File: src/rtl/owg_pkg.sv
package owg_pkg;
   localparam int WORD_W  = 32;
   localparam int FIELD_W = 16;

   // Per-channel timing word; stop in the upper half, start in the lower half.
   typedef struct packed {
      logic [FIELD_W-1:0] stop;
      logic [FIELD_W-1:0] start;
   } owg_word_t;
endpackage

File: src/rtl/owg_window.sv
// Combinational window test for one channel.
module owg_window #(
   parameter int TW = 16
) (
   input  logic [TW-1:0] phase,
   input  logic [TW-1:0] start,
   input  logic [TW-1:0] stop,
   input  logic [TW-1:0] len,
   output logic          hit
);
   logic [TW-1:0] end_tick;

   // Clip the window end against the cycle length; a start at or past
   // the length can then never satisfy phase >= start && phase < end.
   always_comb begin
      end_tick = (stop < len) ? stop : len;
      hit      = (phase >= start) && (phase < end_tick);
   end
endmodule

File: src/rtl/owg_shadow.sv
// Holds per-cycle copies of timing words and cycle length, loaded on the strobe.
module owg_shadow
   import owg_pkg::*;
#(
   parameter int NCH = 4,
   parameter int TW  = 16
) (
   input  logic                  clk,
   input  logic                  rst_n,
   input  logic                  load,
   input  logic [NCH*WORD_W-1:0] live_words,
   input  logic [TW-1:0]         live_len,
   output logic [NCH*TW-1:0]     eff_start,
   output logic [NCH*TW-1:0]     eff_stop,
   output logic [TW-1:0]         eff_len,
   output logic [NCH*TW-1:0]     held_start,
   output logic [NCH*TW-1:0]     held_stop,
   output logic [TW-1:0]         held_len
);
   always_ff @(posedge clk or negedge rst_n) begin
      if (!rst_n)    held_len <= '0;
      else if (load) held_len <= live_len;
   end

   assign eff_len = load ? live_len : held_len;

   for (genvar i = 0; i < NCH; i++) begin : g_ch
      owg_word_t     w;
      logic [TW-1:0] w_start;
      logic [TW-1:0] w_stop;

      assign w       = live_words[i*WORD_W +: WORD_W];
      assign w_start = w.start[TW-1:0];
      assign w_stop  = w.stop[TW-1:0];

      always_ff @(posedge clk or negedge rst_n) begin
         if (!rst_n) begin
            held_start[i*TW +: TW] <= '0;
            held_stop[i*TW +: TW]  <= '0;
         end else if (load) begin
            held_start[i*TW +: TW] <= w_start;
            held_stop[i*TW +: TW]  <= w_stop;
         end
      end

      // On the strobe tick the fresh values apply at once.
      assign eff_start[i*TW +: TW] = load ? w_start : held_start[i*TW +: TW];
      assign eff_stop[i*TW +: TW]  = load ? w_stop  : held_stop[i*TW +: TW];
   end
endmodule

File: src/rtl/owg_outstage.sv
// Arming flag and output gating; OUT_REG selects registered or direct outputs.
module owg_outstage #(
   parameter int NCH     = 4,
   parameter bit OUT_REG = 1'b1
) (
   input  logic           clk,
   input  logic           rst_n,
   input  logic           run_en,
   input  logic           cyc_start,
   input  logic [NCH-1:0] hit,
   output logic           armed,
   output logic [NCH-1:0] win_out
);
   logic           gate;
   logic [NCH-1:0] out_d;

   always_ff @(posedge clk or negedge rst_n) begin
      if (!rst_n)         armed <= 1'b0;
      else if (!run_en)   armed <= 1'b0;
      else if (cyc_start) armed <= 1'b1;
   end

   always_comb begin
      gate  = run_en && (armed || cyc_start);
      out_d = gate ? hit : '0;
   end

   if (OUT_REG) begin : g_reg
      logic [NCH-1:0] out_q;
      always_ff @(posedge clk or negedge rst_n) begin
         if (!rst_n) out_q <= '0;
         else        out_q <= out_d;
      end
      assign win_out = out_q;
   end else begin : g_comb
      assign win_out = out_d;
   end
endmodule

File: src/rtl/owg_window_gen.sv
module owg_window_gen
   import owg_pkg::*;
#(
   parameter int NCH     = 4,
   parameter int TW      = 16,
   parameter bit OUT_REG = 1'b1
) (
   input  logic                  clk,
   input  logic                  rst_n,
   input  logic                  run_en,
   input  logic                  cyc_start,
   input  logic [TW-1:0]         cyc_phase,
   input  logic [TW-1:0]         cyc_len,
   input  logic [NCH*WORD_W-1:0] win_words,
   output logic [NCH-1:0]        win_out
);
   if (TW < 1 || TW > FIELD_W) begin : g_bad_tw
      $error("owg_window_gen: TW must lie in 1..16");
   end
   if (NCH < 1) begin : g_bad_nch
      $error("owg_window_gen: NCH must be at least 1");
   end

   logic [NCH*TW-1:0] eff_start, eff_stop, held_start, held_stop;
   logic [TW-1:0]     eff_len, held_len;
   logic [NCH-1:0]    hit;
   logic              armed;

   owg_shadow #(.NCH(NCH), .TW(TW)) u_shadow (
      .clk        (clk),
      .rst_n      (rst_n),
      .load       (cyc_start),
      .live_words (win_words),
      .live_len   (cyc_len),
      .eff_start  (eff_start),
      .eff_stop   (eff_stop),
      .eff_len    (eff_len),
      .held_start (held_start),
      .held_stop  (held_stop),
      .held_len   (held_len)
   );

   for (genvar i = 0; i < NCH; i++) begin : g_win
      owg_window #(.TW(TW)) u_win (
         .phase (cyc_phase),
         .start (eff_start[i*TW +: TW]),
         .stop  (eff_stop[i*TW +: TW]),
         .len   (eff_len),
         .hit   (hit[i])
      );
   end

   owg_outstage #(.NCH(NCH), .OUT_REG(OUT_REG)) u_out (
      .clk       (clk),
      .rst_n     (rst_n),
      .run_en    (run_en),
      .cyc_start (cyc_start),
      .hit       (hit),
      .armed     (armed),
      .win_out   (win_out)
   );

   if (OUT_REG) begin : g_sva
      a_r7_idle_low: assert property (@(posedge clk) disable iff (!rst_n)
         !run_en |=> (win_out == '0));
      a_r1_unarmed_low: assert property (@(posedge clk) disable iff (!rst_n)
         (!armed && !cyc_start) |=> (win_out == '0));
      a_r4_past_len_low: assert property (@(posedge clk) disable iff (!rst_n)
         (!cyc_start && cyc_phase >= held_len) |=> (win_out == '0));
      for (genvar i = 0; i < NCH; i++) begin : g_ch_sva
         a_r6_empty_window: assert property (@(posedge clk) disable iff (!rst_n)
            (!cyc_start && held_start[i*TW +: TW] >= held_stop[i*TW +: TW])
               |=> !win_out[i]);
         a_r5_late_start: assert property (@(posedge clk) disable iff (!rst_n)
            (!cyc_start && held_start[i*TW +: TW] >= held_len) |=> !win_out[i]);
         a_r3_before_start: assert property (@(posedge clk) disable iff (!rst_n)
            (!cyc_start && cyc_phase < held_start[i*TW +: TW]) |=> !win_out[i]);
      end
   end
endmodule

File: config.mk
export PLATFORM = sky130hd
export DESIGN_NAME = owg_window_gen
export DESIGN_NICKNAME = d
export VERILOG_FILES = /design/src/rtl/owg_pkg.sv /design/src/rtl/owg_window.sv /design/src/rtl/owg_shadow.sv /design/src/rtl/owg_outstage.sv /design/src/rtl/owg_window_gen.sv
export SDC_FILE = /design/constraint.sdc
export NUM_CORES = 1
export LEC_CHECK = 0
export BUFFER_PORTS_ARGS = -buffer_cell sky130_fd_sc_hd__buf_2
export CORE_AREA = 2 2 169 171
export DETAILED_ROUTE_END_ITERATION = 6
export DIE_AREA = 0 0 171 173
export MAX_ROUTING_LAYER = met4
export PLACE_DENSITY = 0.56
export SLEW_MARGIN = 40
export SYNTH_ARGS = -nofsm -noshare
export SYNTH_HDL_FRONTEND = slang
export SYNTH_HIERARCHICAL = 1
export SYNTH_SLANG_ARGS = --single-unit
File: constraint.sdc
create_clock -name clk -period 3.9 [get_ports clk]
set_input_delay 0 -clock clk [delete_from_list [all_inputs] [get_ports clk]]
set_output_delay 0 -clock clk [all_outputs]
set_load 0.03 [all_outputs]
==> results of run 1 <==
area by class of cell:
type / count / area (um^2) / area share, %
tap: 378 / 473 / 3.24
timing repair buffer: 358 / 2700 / 18.5
sequential: 149 / 3730 / 25.5
multi-input combinational: 665 / 6570 / 45.0
clock buffer: 17 / 425 / 2.91
clock inverter: 14 / 226 / 1.55
inverter: 128 / 480 / 3.29
state kept, by name (all words and copies together), names as in the netlist:
register	count
u_shadow/held_len	16
u_shadow/held_start	64
u_out/armed	1
u_out/win_out	4
u_shadow/held_stop	64
critical path, delay by kind of cell, from the launching register on:
kind / cells / cell delay, ns
flops: 1 / 0.37
buf+inv: 1 / 0.14
compound gates: 4 / 0.70
mux: 3 / 0.67
simple gates: 5 / 1.17
fa+ha+maj: 2 / 0.58
synth_stat cells, types with 5 or more instances:
| cell | count | area, um^2 |
|---|---|---|
| a211oi_1 | 12 | 90.1 |
| buf_2 | 8 | 40.0 |
| mux2_4 | 60 | 901 |
| o21ai_0 | 20 | 100 |
| a21o_1 | 28 | 210 |
| mux2_2 | 84 | 946 |
| and3_1 | 8 | 50.1 |
| nor2_1 | 12 | 45.0 |
| nand4_1 | 24 | 150 |
| mux2i_1 | 64 | 641 |
| ha_1 | 184 | 2300 |
| buf_6 | 12 | 135 |
| nand2b_1 | 8 | 50.1 |
| dfrtp_1 | 149 | 3730 |
| o21a_1 | 5 | 37.5 |
| nand3_1 | 8 | 40.0 |
| nand2_1 | 28 | 105 |
| a21oi_1 | 64 | 320 |
| inv_1 | 128 | 480 |
stage by stage:
stage	hold WS, ns	cell area, um^2	instances	utilization (%)
finish	0.00122	14600	1709	52.9
global route	0.00253	14600	1709	52.9
CTS	0.000706	14500	1697	52.4
detailed placement	0.0570	12400	1525	44.9
global placement	0.136	12400	1525	44.9
floorplan	-0.296	10900	962	-
what timing repair did:
action	4_1_cts	5_1_grt
hold buffers	141	5
resized for setup	0	7
hold endpoints to repair	227	5
buffers inserted	0	8
setup endpoints to repair	0	4
logic make-up (layout without fill, tap and decap cells):
logic type	count (synthesis)	count (layout)	synth area share, %
compound gates	161	161	9.50
fa+ha+maj	184	184	21.1
buf+inv	148	517	6.00
flops	149	149	34.1
mux	208	208	22.8
simple gates	112	112	6.55
power by group:
| group | total (uW) | internal (uW) | switching (uW) |
|---|---|---|---|
| combinational | 1940 | 958 | 977 |
| sequential | 1740 | 1700 | 40.1 |
| clock | 1870 | 1140 | 724 |
path summary, 6_finish.rpt:
path | start | to | slack, ns | cells past startpoint
max | u_shadow/held_stop[30]$_DFF_PN0_ | u_out/win_out[1]$_DFF_PN0_ | 0.19 | 15
min | cyc_len[4] | u_shadow/held_len[4]$_DFF_PN0_ | 0.001 | 2
max reg2reg | u_shadow/held_stop[30]$_DFF_PN0_ | u_out/win_out[1]$_DFF_PN0_ | 0.19 | 15
min reg2reg | u_shadow/held_start[46]$_DFF_PN0_ | u_shadow/held_start[46]$_DFF_PN0_ | 0.50 | 1
max in group asynchronous | rst_n | u_shadow/held_stop[40]$_DFF_PN0_ | 2.78 | 3
min in group asynchronous | rst_n | u_shadow/held_start[57]$_DFF_PN0_ | 0.15 | 2
cell usage in the layout, fill, tap and decap left out, drive strengths merged, types with 5 or more instances in the layout:
master and instances:
and3 8, mux2i 64, nand4 28, dlygate4sd3 145, a211oi 16, inv 130, nand2 28, buf 213
clkinv 6, bufinv 5, o21ai 20, clkbuf 17, o21a 5, ha 184, a21o 28, nor2 12
dfrtp 149, nand3 12, mux2 144, nand2b 8, a21oi 64
per-layer routing:
metal,vias up,GRT usage (%),wire [um],part of all wire (%)
met5,-,-,0,0
met4,0,4.17,194,0.65
met3,10,2.68,757,2.5
met2,121,34.9,14500,49
met1,3949,28.3,14400,48
li1,4205,-,-,-
==> impl_summary.log, run 1 <==
[metrics] antenna violation net count after detailed routing: 0
[metrics] async set-reset flop share out of synthesis: 100%
[metrics] slew at the pin with the worst max-slew slack: 0.685 ns
[metrics] critical path data required time: 4.26 ns
[metrics] post-synthesis to final-layout area growth: 33.7%
[metrics] TritonCTS clock tree: done
[metrics] layout net count: 1,667
[metrics] number of warnings issued by yosys: 6
[metrics] post-layout minimum cycle time: 3.71 ns
[metrics] initial antenna violation count: 0
[metrics] sequential fraction of the synthesis area: 34.1%
[metrics] Power, Total: between 5000 and 6000 uW
[metrics] count of mapped cells out of synthesis: 962
[metrics] number of flops mapped to enable cells by yosys: 0
[metrics] crit path setup slack, layout: 0.192 ns
[metrics] total congestion overflow after global routing: 0
[metrics] crit path capture type: register
[metrics] main flop type after synthesis: dfrtp_1
[metrics] maximum frequency from static timing analysis: 0.270 GHz
[metrics] final period utilization: 95.1%
[metrics] number of I/O pins: ~170
[metrics] count of filler cells inserted in the layout: 2,532
[metrics] final count of pins violating max slew: 0
[metrics] DRT Pass-1 Iters: 4
[metrics] Detailed Route WL: 29,800 um
[metrics] worst setup slack after placement: 0.0164 ns
[metrics] Mapped Nets: 1,310
[metrics] worst voltage drop across the vdd grid: 0.000207 V
[metrics] chip width: 171 um
[metrics] floorplan die area: 0.0296 mm^2
[metrics] Startpoint Class: register
[metrics] Placement Rows: 61
[metrics] Hold Vio Cnt, Final: 0
[metrics] total number of vias: 8,285
[metrics] Initial Utilization: roughly two fifths
[metrics] setup repair after global routing missed its margin: no
[metrics] vias in the first global route: 8,720
[metrics] Total Neg Setup Slack: 0 ns
[metrics] routability congestion estimate from global placement: 0.830
[metrics] crit path DAT: 4.07 ns
[metrics] total global routing track utilization: 21.3%
[metrics] max-cap check violation count: 0
[metrics] run status: finished, final reports clean
[metrics] # clock sinks: 149
[metrics] chain of cells forming the critical path: mux2_4 -> ha_1 -> nand4_2 -> nor3_4 -> or4b_4 -> nand3_4 -> buf_4 -> mux2i_1 -> ha_1 -> nand3_1 -> a21oi_1 -> a211oi_1 -> mux2i_1 -> a211oi_2 -> o211a_1
[metrics] detail-routed via count per cell: 4.85
[metrics] first-pass GRT wire length: 47,100 um
[metrics] clock skew: ~0.011 ns
[metrics] final number of setup-violating endpoints: 0
[metrics] static power due to leakage: 0.00759 uW
[metrics] half-perimeter wire length after placement: about 22,000 um
[metrics] Core Area: 0.0276 mm^2
[metrics] quantity of I/O buffers inserted on ports: ~170
[metrics] proportion of layout cells with a drive suffix above 1: between 30% and 40%
[metrics] depth of the CTS H-tree: 4
[metrics] Post-Syn Area per Cell: about 11 um^2
[metrics] number of DRC markers in iteration 0: around 400
[metrics] worst-path cell with the longest stage delay: or4b_4
[metrics] worst-skew pair later-pin latency: 0.43 ns
[metrics] largest fanout on the critical path: 7
[metrics] number of distinct library cells after synthesis: 33
[metrics] maximum clock path buffer count: 2
[metrics] Die H: 173 um
[metrics] Diodes inserted: 0
[metrics] maximum cell stage delay along the critical path: slightly above 0.5 ns
[metrics] Worst slew margin: 54.3%
[metrics] largest net degree at the start of global routing: 90
[metrics] library cell used as clock root buffer: clkbuf_16
[metrics] Clock transition at path regs: 0.07 ns
[metrics] PwrDens: 379 mW/mm^2
[metrics] detailed-route wire length per cell: roughly 17 um
[metrics] type of the most critical hold path: in2reg
[metrics] CP Class: reg2reg
[metrics] cell area after synthesis: approximately 0.011 mm^2
[metrics] Inserted Clock Buffers: 17
[metrics] synthesized flop and latch total: 149
[metrics] count of unresolved DRC violations after routing: 0
(Power assumes the default switching activity.)
==> run 2: changes to the inputs <==
--- a/config.mk
+++ b/config.mk
@@ -5,12 +5,12 @@
 export SDC_FILE = /design/constraint.sdc
 export NUM_CORES = 1
 export LEC_CHECK = 0
-export BUFFER_PORTS_ARGS = -buffer_cell sky130_fd_sc_hd__buf_2
 export CORE_AREA = 2 2 169 171
 export DETAILED_ROUTE_END_ITERATION = 6
 export DIE_AREA = 0 0 171 173
+export DONT_BUFFER_PORTS = 1
 export MAX_ROUTING_LAYER = met4
-export PLACE_DENSITY = 0.56
+export PLACE_DENSITY = 0.51
 export SLEW_MARGIN = 40
 export SYNTH_ARGS = -nofsm -noshare
 export SYNTH_HDL_FRONTEND = slang
==> run 2 against run 1 <==
The flow now stops in clock tree synthesis. Synthesized cell count unchanged. Synthesized area unchanged.
==> impl_summary.log, run 2 <==
[metrics] Placement Rows: 61
[metrics] instance count after placement with tap cells included: 1,341
[metrics] run status: did not finish
[metrics] maximum clock path buffer count: 2
[metrics] Initial Utilization: 39.6%
[metrics] sequential fraction of the synthesis area: 34.1%
[metrics] async set-reset flop share out of synthesis: 100%
[metrics] count of mapped cells out of synthesis: ~960
[metrics] quantity of I/O buffers inserted on ports: 0
[metrics] chip width: 171 um
[metrics] cell area after synthesis: 0.0109 mm^2
[metrics] synthesized flop and latch total: 149
[metrics] depth of the CTS H-tree: 4
[metrics] library cell used as clock root buffer: clkbuf_16
[metrics] post-CTS sizing: 0
[metrics] stage reached: clock tree synthesis
[metrics] number of I/O pins: approximately 170
[metrics] dominant cell by count in the synthesized netlist: ha_1
[metrics] Post-CTS Hold Buffers: roughly 280
[metrics] number of distinct library cells after synthesis: 33
[metrics] main flop type after synthesis: dfrtp_1
[metrics] routability congestion estimate from global placement: 0.863
[metrics] Error Message: [ERROR RSZ-0060] Max buffer count reached.
[metrics] # clock sinks: about 150
[metrics] setup repair bufs after CTS: 0
[metrics] biggest area contributors in the synthesized netlist: dfrtp_1, ha_1, mux2_2
[metrics] number of flops mapped to enable cells by yosys: 0
[metrics] Mapped Nets: 1,310
[metrics] largest area contributor in the synthesized netlist: dfrtp_1
[metrics] area share of the leading cell type in the synthesized netlist: 34.1%
[metrics] Die H: 173 um
[metrics] Inserted Clock Buffers: 17
[metrics] Post-Syn Area per Cell: approximately 11 um^2
[metrics] most instantiated cells after synthesis: ha_1, dfrtp_1, inv_1
[metrics] number of warnings issued by yosys: 6
[metrics] half-perimeter wire length after placement: 20,400 um
==> run 2: cell counts after synthesis <==
Identical to the previous run, type by type.
==> run 2: cells by family after synthesis <==
logic type / count (synthesis) / share of synthesized area [%]
AO/OA/AOI/OAI: 161 / 9.50
adder cells (fa/ha/maj): 184 / 21.1
buffers and inverters: 148 / 6.00
flip-flops: 149 / 34.1
multiplexers: 208 / 22.8
AND/OR/NAND/NOR: 112 / 6.55
==> run 2: metrics by stage <==
step / area (um^2) / util (%) / setup WS [ns]
after floorplan: 10900 / - / 0.426
after global placement: 11400 / 41.2 / 0.195
after detailed placement: 11400 / 41.2 / 0.138
==> run 3: changes to the inputs <==
--- a/config.mk
+++ b/config.mk
@@ -5,12 +5,11 @@
 export SDC_FILE = /design/constraint.sdc
 export NUM_CORES = 1
 export LEC_CHECK = 0
-export CORE_AREA = 2 2 169 171
+export CORE_AREA = 2 2 213 215
 export DETAILED_ROUTE_END_ITERATION = 6
-export DIE_AREA = 0 0 171 173
+export DIE_AREA = 0 0 215 217
 export DONT_BUFFER_PORTS = 1
-export MAX_ROUTING_LAYER = met4
-export PLACE_DENSITY = 0.51
+export PLACE_DENSITY_LB_ADDON = 0.15
 export SLEW_MARGIN = 40
 export SYNTH_ARGS = -nofsm -noshare
 export SYNTH_HDL_FRONTEND = slang
==> run 3 against run 2 <==
The flow now finishes without violations.
==> impl_summary.log, run 3 (synthesized netlist as in run 1, its figures left out) <==
[metrics] Total Neg Setup Slack: 0 ns
[metrics] initial antenna violation count: 3
[metrics] worst-skew pair later-pin latency: 0.48 ns
[metrics] clock skew: between 0.008 and 0.009 ns
[metrics] worst voltage drop across the vdd grid: roughly 0.00028 V
[metrics] post-synthesis to final-layout area growth: 41.5%
[metrics] maximum clock path buffer count: 2
[metrics] final count of pins violating max slew: 0
[metrics] depth of the CTS H-tree: 4
[metrics] maximum cell stage delay along the critical path: 0.53 ns
[metrics] Inserted Clock Buffers: 17
[metrics] Startpoint Class: register
[metrics] leading cell type in the layout, fill and taps excluded: dlygate4sd3_1
[metrics] # clock sinks: ~150
[metrics] number of DRC markers in iteration 0: 292
[metrics] floorplan die area: 0.0467 mm^2
[metrics] crit path DAT: between 4 and 5 ns
[metrics] PwrDens: between 300 and 400 mW/mm^2
[metrics] number of cells on the worst reg-to-reg path: 15
[metrics] count of filler cells inserted in the layout: between 4,000 and 5,000
[metrics] half-perimeter wire length after placement: 25,100 um
[metrics] Detailed Route WL: 36,500 um
[metrics] Critical R2R Launch: u_shadow/held_stop[13]$_DFF_PN0_
[metrics] TritonCTS clock tree: done
[metrics] largest net degree at the start of global routing: 150
[metrics] Clock transition at path regs: around 0.070 ns
[metrics] detail-routed via count per cell: 4.39
[metrics] Worst slew margin: 49.8%
[metrics] slew at the pin with the worst max-slew slack: 0.749 ns
[metrics] detailed-route wire length per cell: about 19 um
[metrics] vias in the first global route: 8,997
[metrics] library cell used as clock root buffer: clkbuf_16
[metrics] Placement Rows: between 70 and 80
[metrics] Hold Vio Cnt, Final: 0
[metrics] most frequent cells in the layout: dlygate4sd3_1, ha_1, dfrtp_1
[metrics] largest fanout on the critical path: 6
[metrics] run status: finished, final reports clean
[metrics] start point of the critical path: u_shadow/held_stop[13]$_DFF_PN0_
[metrics] layout net count: 1,640
[metrics] maximum frequency from static timing analysis: 0.273 GHz
[metrics] antenna violation net count after detailed routing: 0
[metrics] routability congestion estimate from global placement: 0.804
[metrics] crit path capture type: register
[metrics] first-pass GRT wire length: 55,000 um
[metrics] chip width: 215 um
[metrics] final number of setup-violating endpoints: 0
[metrics] Die H: 217 um
[metrics] Initial Utilization: 24.4%
[metrics] chain of cells forming the critical path: mux2_2 -> ha_1 -> nand4_2 -> nor3_4 -> or4b_4 -> nand3_4 -> buf_4 -> mux2i_1 -> ha_1 -> a21o_1 -> a21o_1 -> a21oi_1 -> o211ai_1 -> a211oi_2 -> o211a_1
[metrics] final core utilization: 34.6%
[metrics] total global routing track utilization: 16.0%
[metrics] type of the most critical hold path: in2async
[metrics] Core Area: 0.0447 mm^2
[metrics] DRT Pass-1 Iters: 4
[metrics] max-cap check violation count: 0
[metrics] CP Class: reg2reg
[metrics] count of unresolved DRC violations after routing: 0
[metrics] critical path data required time: around 4.3 ns
[metrics] worst-path cell with the longest stage delay: or4b_4
[metrics] static power due to leakage: 0.00751 uW
[metrics] post-layout minimum cycle time: about 3.7 ns
[metrics] number of I/O pins: 168
[metrics] total number of vias: 8,374
[metrics] Regs by FF count: u_shadow/held_start: 64 flops, u_shadow/held_stop: 64 flops, u_shadow/held_len: 16 flops
[metrics] final period utilization: 93.9%
[metrics] total congestion overflow after global routing: 0
[metrics] quantity of I/O buffers inserted on ports: 0
[metrics] proportion of layout cells with a drive suffix above 1: 18.4%
==> run 3: cell type report <==
class / count / area, um^2 / share of cell area [%]
multi-input cells: 666 / 6620 / 42.8
flip-flops and latches: 149 / 3730 / 24.1
repair buffers: 330 / 3290 / 21.3
well taps: 600 / 751 / 4.85
inverters: 128 / 480 / 3.11
clock buffers: 21 / 470 / 3.04
clock inverters: 11 / 124 / 0.801
diodes: 1 / 2.50 / 0.0162
==> run 3: final timing paths <==
check	slack (ns)	to
setup / recovery	0.24	u_out/win_out[0]$_DFF_PN0_
hold / removal	0.05	u_shadow/held_start[57]$_DFF_PN0_
setup reg to reg	0.24	u_out/win_out[0]$_DFF_PN0_
hold reg to reg	0.64	u_out/win_out[0]$_DFF_PN0_
max in group asynchronous	3.06	u_shadow/held_stop[49]$_DFF_PN0_
min in group clk	0.08	u_out/win_out[0]$_DFF_PN0_
==> run 3: worst max-delay path: cells and delay by family, from the launching register on <==
family / cells / cell delay [ns]
AO/OA/AOI/OAI: 6 / 1.00
flip-flops: 1 / 0.36
buffers and inverters: 1 / 0.13
AND/OR/NAND/NOR: 4 / 1.04
multiplexers: 2 / 0.47
adder cells (fa/ha/maj): 2 / 0.60
==> run 3: metrics by stage <==
stage	cells	instance area, um^2	total power (uW)	worst slack, ns	hold slack, ns
floorplan	962	10900	2980	0.426	-0.296
global placement	1563	11700	3360	0.100	-0.288
detailed placement	1563	11700	3380	-0.00212	-0.288
CTS	1889	15200	5590	0.0488	0.0231
global route	1906	15500	6010	-0.00547	0.0626
finish	1906	15500	5600	0.238	0.0549
==> run 3: repair_timing <==
item                                   4_1_cts  5_1_grt
setup endpoints to repair                    1        4
pin swaps                                    0        3
hold buffers                               294        0
buffers inserted                             0       14
gates resized for setup                      1       15
gates cloned                                 0        1
endpoints found under the hold margin      298        0
==> run 3: power by group <==
group          internal, uW  switching (uW)
clock                   992             761
sequential             1700            51.1
combinational          1130             973
==> run 3: routing by layer <==
layer	global-route usage (%)	wire length, um
met2	26.3	17300
met3	4.89	1580
met1	20.0	16700
met5	0	30
met4	5.52	956
==> run 4: changes to the inputs <==
--- a/config.mk
+++ b/config.mk
@@ -10,6 +10,7 @@
 export DIE_AREA = 0 0 215 217
 export DONT_BUFFER_PORTS = 1
 export PLACE_DENSITY_LB_ADDON = 0.15
+export RECOVER_POWER = 50
 export SLEW_MARGIN = 40
 export SYNTH_ARGS = -nofsm -noshare
 export SYNTH_HDL_FRONTEND = slang
==> run 4 against run 3 <==
The flow now finishes with violations (capacitance limit, slew limit). Die area stayed put. Non-clock buffer count unchanged. Total power barely moved. Combinational power about the same. Critical path depth did not move. Utilization about the same. Via count hardly changed. Clock skew up 0.00057 ns. Fmax about the same. Register-to-register slack hardly changed. Worst setup slack is essentially flat. Sequential power about the same. Largest power group unchanged.
==> impl_summary.log, run 4 (synthesized netlist as in run 1, its figures left out) <==
[metrics] final period utilization: 93.9%
[metrics] half-perimeter wire length after placement: between 20,000 and 30,000 um
[metrics] proportion of layout cells with a drive suffix above 1: a little under a fifth
[metrics] Die H: 217 um
[metrics] Startpoint Class: register
[metrics] clock skew: 0.00913 ns
[metrics] clock share of power: 31.3%
[metrics] maximum clock path buffer count: 2
[metrics] crit path capture type: register
[metrics] worst voltage drop across the vdd grid: 0.000283 V
[metrics] largest net degree at the start of global routing: 150
[metrics] total congestion overflow after global routing: 0
[metrics] PwrDens: 362 mW/mm^2
[metrics] final count of pins violating max slew: between 60 and 70
[metrics] final instance area: 0.0155 mm^2
[metrics] CP Class: reg2reg
[metrics] leading cell type in the layout, fill and taps excluded: dlygate4sd3_1
[metrics] maximum cell stage delay along the critical path: 0.53 ns
[metrics] crit path DAT: 4.09 ns
[metrics] Detailed Route WL: ~37,000 um
[metrics] routability congestion estimate from global placement: 0.804
[metrics] worst-skew pair later-pin latency: 0.49 ns
[metrics] initial antenna violation count: 3
[metrics] chain of cells forming the critical path: mux2_2 -> ha_1 -> nand4_2 -> nor3_4 -> or4b_4 -> nand3_4 -> buf_4 -> mux2i_1 -> ha_1 -> a21o_1 -> a21o_1 -> a21oi_1 -> o211ai_1 -> a211oi_2 -> o211a_1
[metrics] post-detailed-placement cell area: 0.0117 mm^2
[metrics] library cell used as clock root buffer: clkbuf_16
[metrics] antenna violation net count after detailed routing: 0
[metrics] Placement Rows: 78
[metrics] slew at the pin with the worst max-slew slack: 3.28 ns
[metrics] DRT Pass-1 Iters: 4
[metrics] vias in the first global route: 8,997
[metrics] quantity of I/O buffers inserted on ports: 0
[metrics] sequential share of power: 31.2%
[metrics] type of the most critical hold path: in2reg
[metrics] Clock transition at path regs: 0.07 ns
[metrics] post-synthesis to final-layout area growth: 41.4%
[metrics] # clock sinks: approximately 150
[metrics] max-cap check violation count: 1
[metrics] largest fanout on the critical path: 6
[metrics] static power due to leakage: 0.00751 uW
[metrics] WHS: approximately 0.074 ns
[metrics] Core Area: 0.0447 mm^2
[metrics] chip width: 215 um
[metrics] critical path data required time: 4.33 ns
[metrics] worst-path cell with the longest stage delay: or4b_4
[metrics] switching share of total power: around a third
[metrics] number of DRC markers in iteration 0: between 200 and 300
[metrics] layout net count: about 1,600
[metrics] final number of setup-violating endpoints: 0
[metrics] non-filler instance count after layout: 1,906
[metrics] post-layout minimum cycle time: between 3 and 4 ns
[metrics] internal power component: between 3000 and 4000 uW
[metrics] floorplan die area: 0.0467 mm^2
[metrics] number of I/O pins: 168
[metrics] run status: finished with violations
[metrics] TritonCTS clock tree: done
[metrics] instance count after placement with tap cells included: 1,563
[metrics] first-pass GRT wire length: 55,000 um
[metrics] detail-routed via count per cell: roughly 4.4
[metrics] Hold Vio Cnt, Final: 0
[metrics] Total Neg Setup Slack: 0 ns
[metrics] total number of vias: 8,381
[metrics] depth of the CTS H-tree: 4
[metrics] Initial Utilization: 24.4%
[metrics] count of filler cells inserted in the layout: 4,619
[metrics] detailed-route wire length per cell: 19.2 um
[metrics] net switching component of the power: 1790 uW
[metrics] Regs by FF count: u_shadow/held_start: 64 flops, u_shadow/held_stop: 64 flops, u_shadow/held_len: 16 flops
[metrics] total global routing track utilization: between 10% and 20%
[metrics] maximum frequency from static timing analysis: 0.273 GHz
[metrics] Inserted Clock Buffers: 17
[metrics] Power, Total: 5600 uW
[metrics] count of unresolved DRC violations after routing: 0
[metrics] part of the total power dissipated in combinational logic: between 30 and 40%
[metrics] Worst slew margin: -118%
[metrics] violated checks: capacitance limit, slew limit
[metrics] most frequent cells in the layout: dlygate4sd3_1, ha_1, dfrtp_1
[run 4: changes by cell type in the layout (fill, tap and decap cells not counted)]
cell            change
buf_16              -1
dlymetal6s4s_1      +1
[run 4: critical path: cells and delay by family (launching register included)]
family	cells	cell delay (ns)
simple gates	4	1.04
compound gates	6	1.00
fa+ha+maj	2	0.60
mux	2	0.47
flops	1	0.36
buf+inv	1	0.13
[run 4: worst paths after layout]
check	start	end	slack, ns	cells after the start
max	u_shadow/held_stop[13]$_DFF_PN0_	u_out/win_out[0]$_DFF_PN0_	0.24	15
min	cyc_phase[4]	u_out/win_out[0]$_DFF_PN0_	0.07	5
max reg2reg	u_shadow/held_stop[13]$_DFF_PN0_	u_out/win_out[0]$_DFF_PN0_	0.24	15
min reg2reg	u_out/armed$_DFFE_PN0P_	u_out/win_out[0]$_DFF_PN0_	0.64	1
max in group asynchronous	rst_n	u_shadow/held_stop[7]$_DFF_PN0_	0.74	2
min in group asynchronous	rst_n	u_shadow/held_start[57]$_DFF_PN0_	1.28	2
[run 4: cell type report]
| type | count | area [um^2] | area share, % |
|---|---|---|---|
| flip-flops and latches | 149 | 3730 | 24.1 |
| diodes | 1 | 2.50 | 0.0162 |
| repair buffers | 330 | 3270 | 21.2 |
| well taps | 600 | 751 | 4.86 |
| multi-input cells | 666 | 6620 | 42.9 |
| clock buffers | 21 | 470 | 3.04 |
| inverters | 128 | 480 | 3.11 |
| clock inverters | 11 | 124 | 0.802 |
[run 4: stage by stage]
stage / utilization (%) / setup WS, ns
after floorplan: - / 0.426
after global placement: 26.1 / 0.100
after detailed placement: 26.1 / -0.00212
after CTS: 34.1 / 0.0488
after global routing: 34.6 / -0.00547
final: 34.6 / 0.238
[run 4: power groups by stage]
stage / Sequential [uW] / Clock (uW) / Combinational [uW]
finish: 1750 / 1750 / 2100
CTS: 1750 / 1840 / 2000
global route: 1770 / 1900 / 2350
floorplan: 1760 / 0 / 1220
global placement: 1770 / 0 / 1590
detailed placement: 1780 / 0 / 1600
[run 4: metal layers]
| metal | vias up | part of all wire (%) | GRT usage [%] |
|---|---|---|---|
| met4 | 4 | 2.6 | 5.52 |
| met5 | - | 0.082 | 0 |
| met1 | 4056 | 46 | 20.0 |
| met3 | 48 | 4.3 | 4.89 |
| met2 | 121 | 47 | 26.3 |
| li1 | 4152 | - | - |
[run 4: what timing repair did]
action	CTS	global route
gates resized for setup	1	15
cloned	0	1
endpoints found under the hold margin	298	0
setup buffers	0	14
pin swaps	0	3
hold buffers	294	0
setup endpoints to repair	1	4
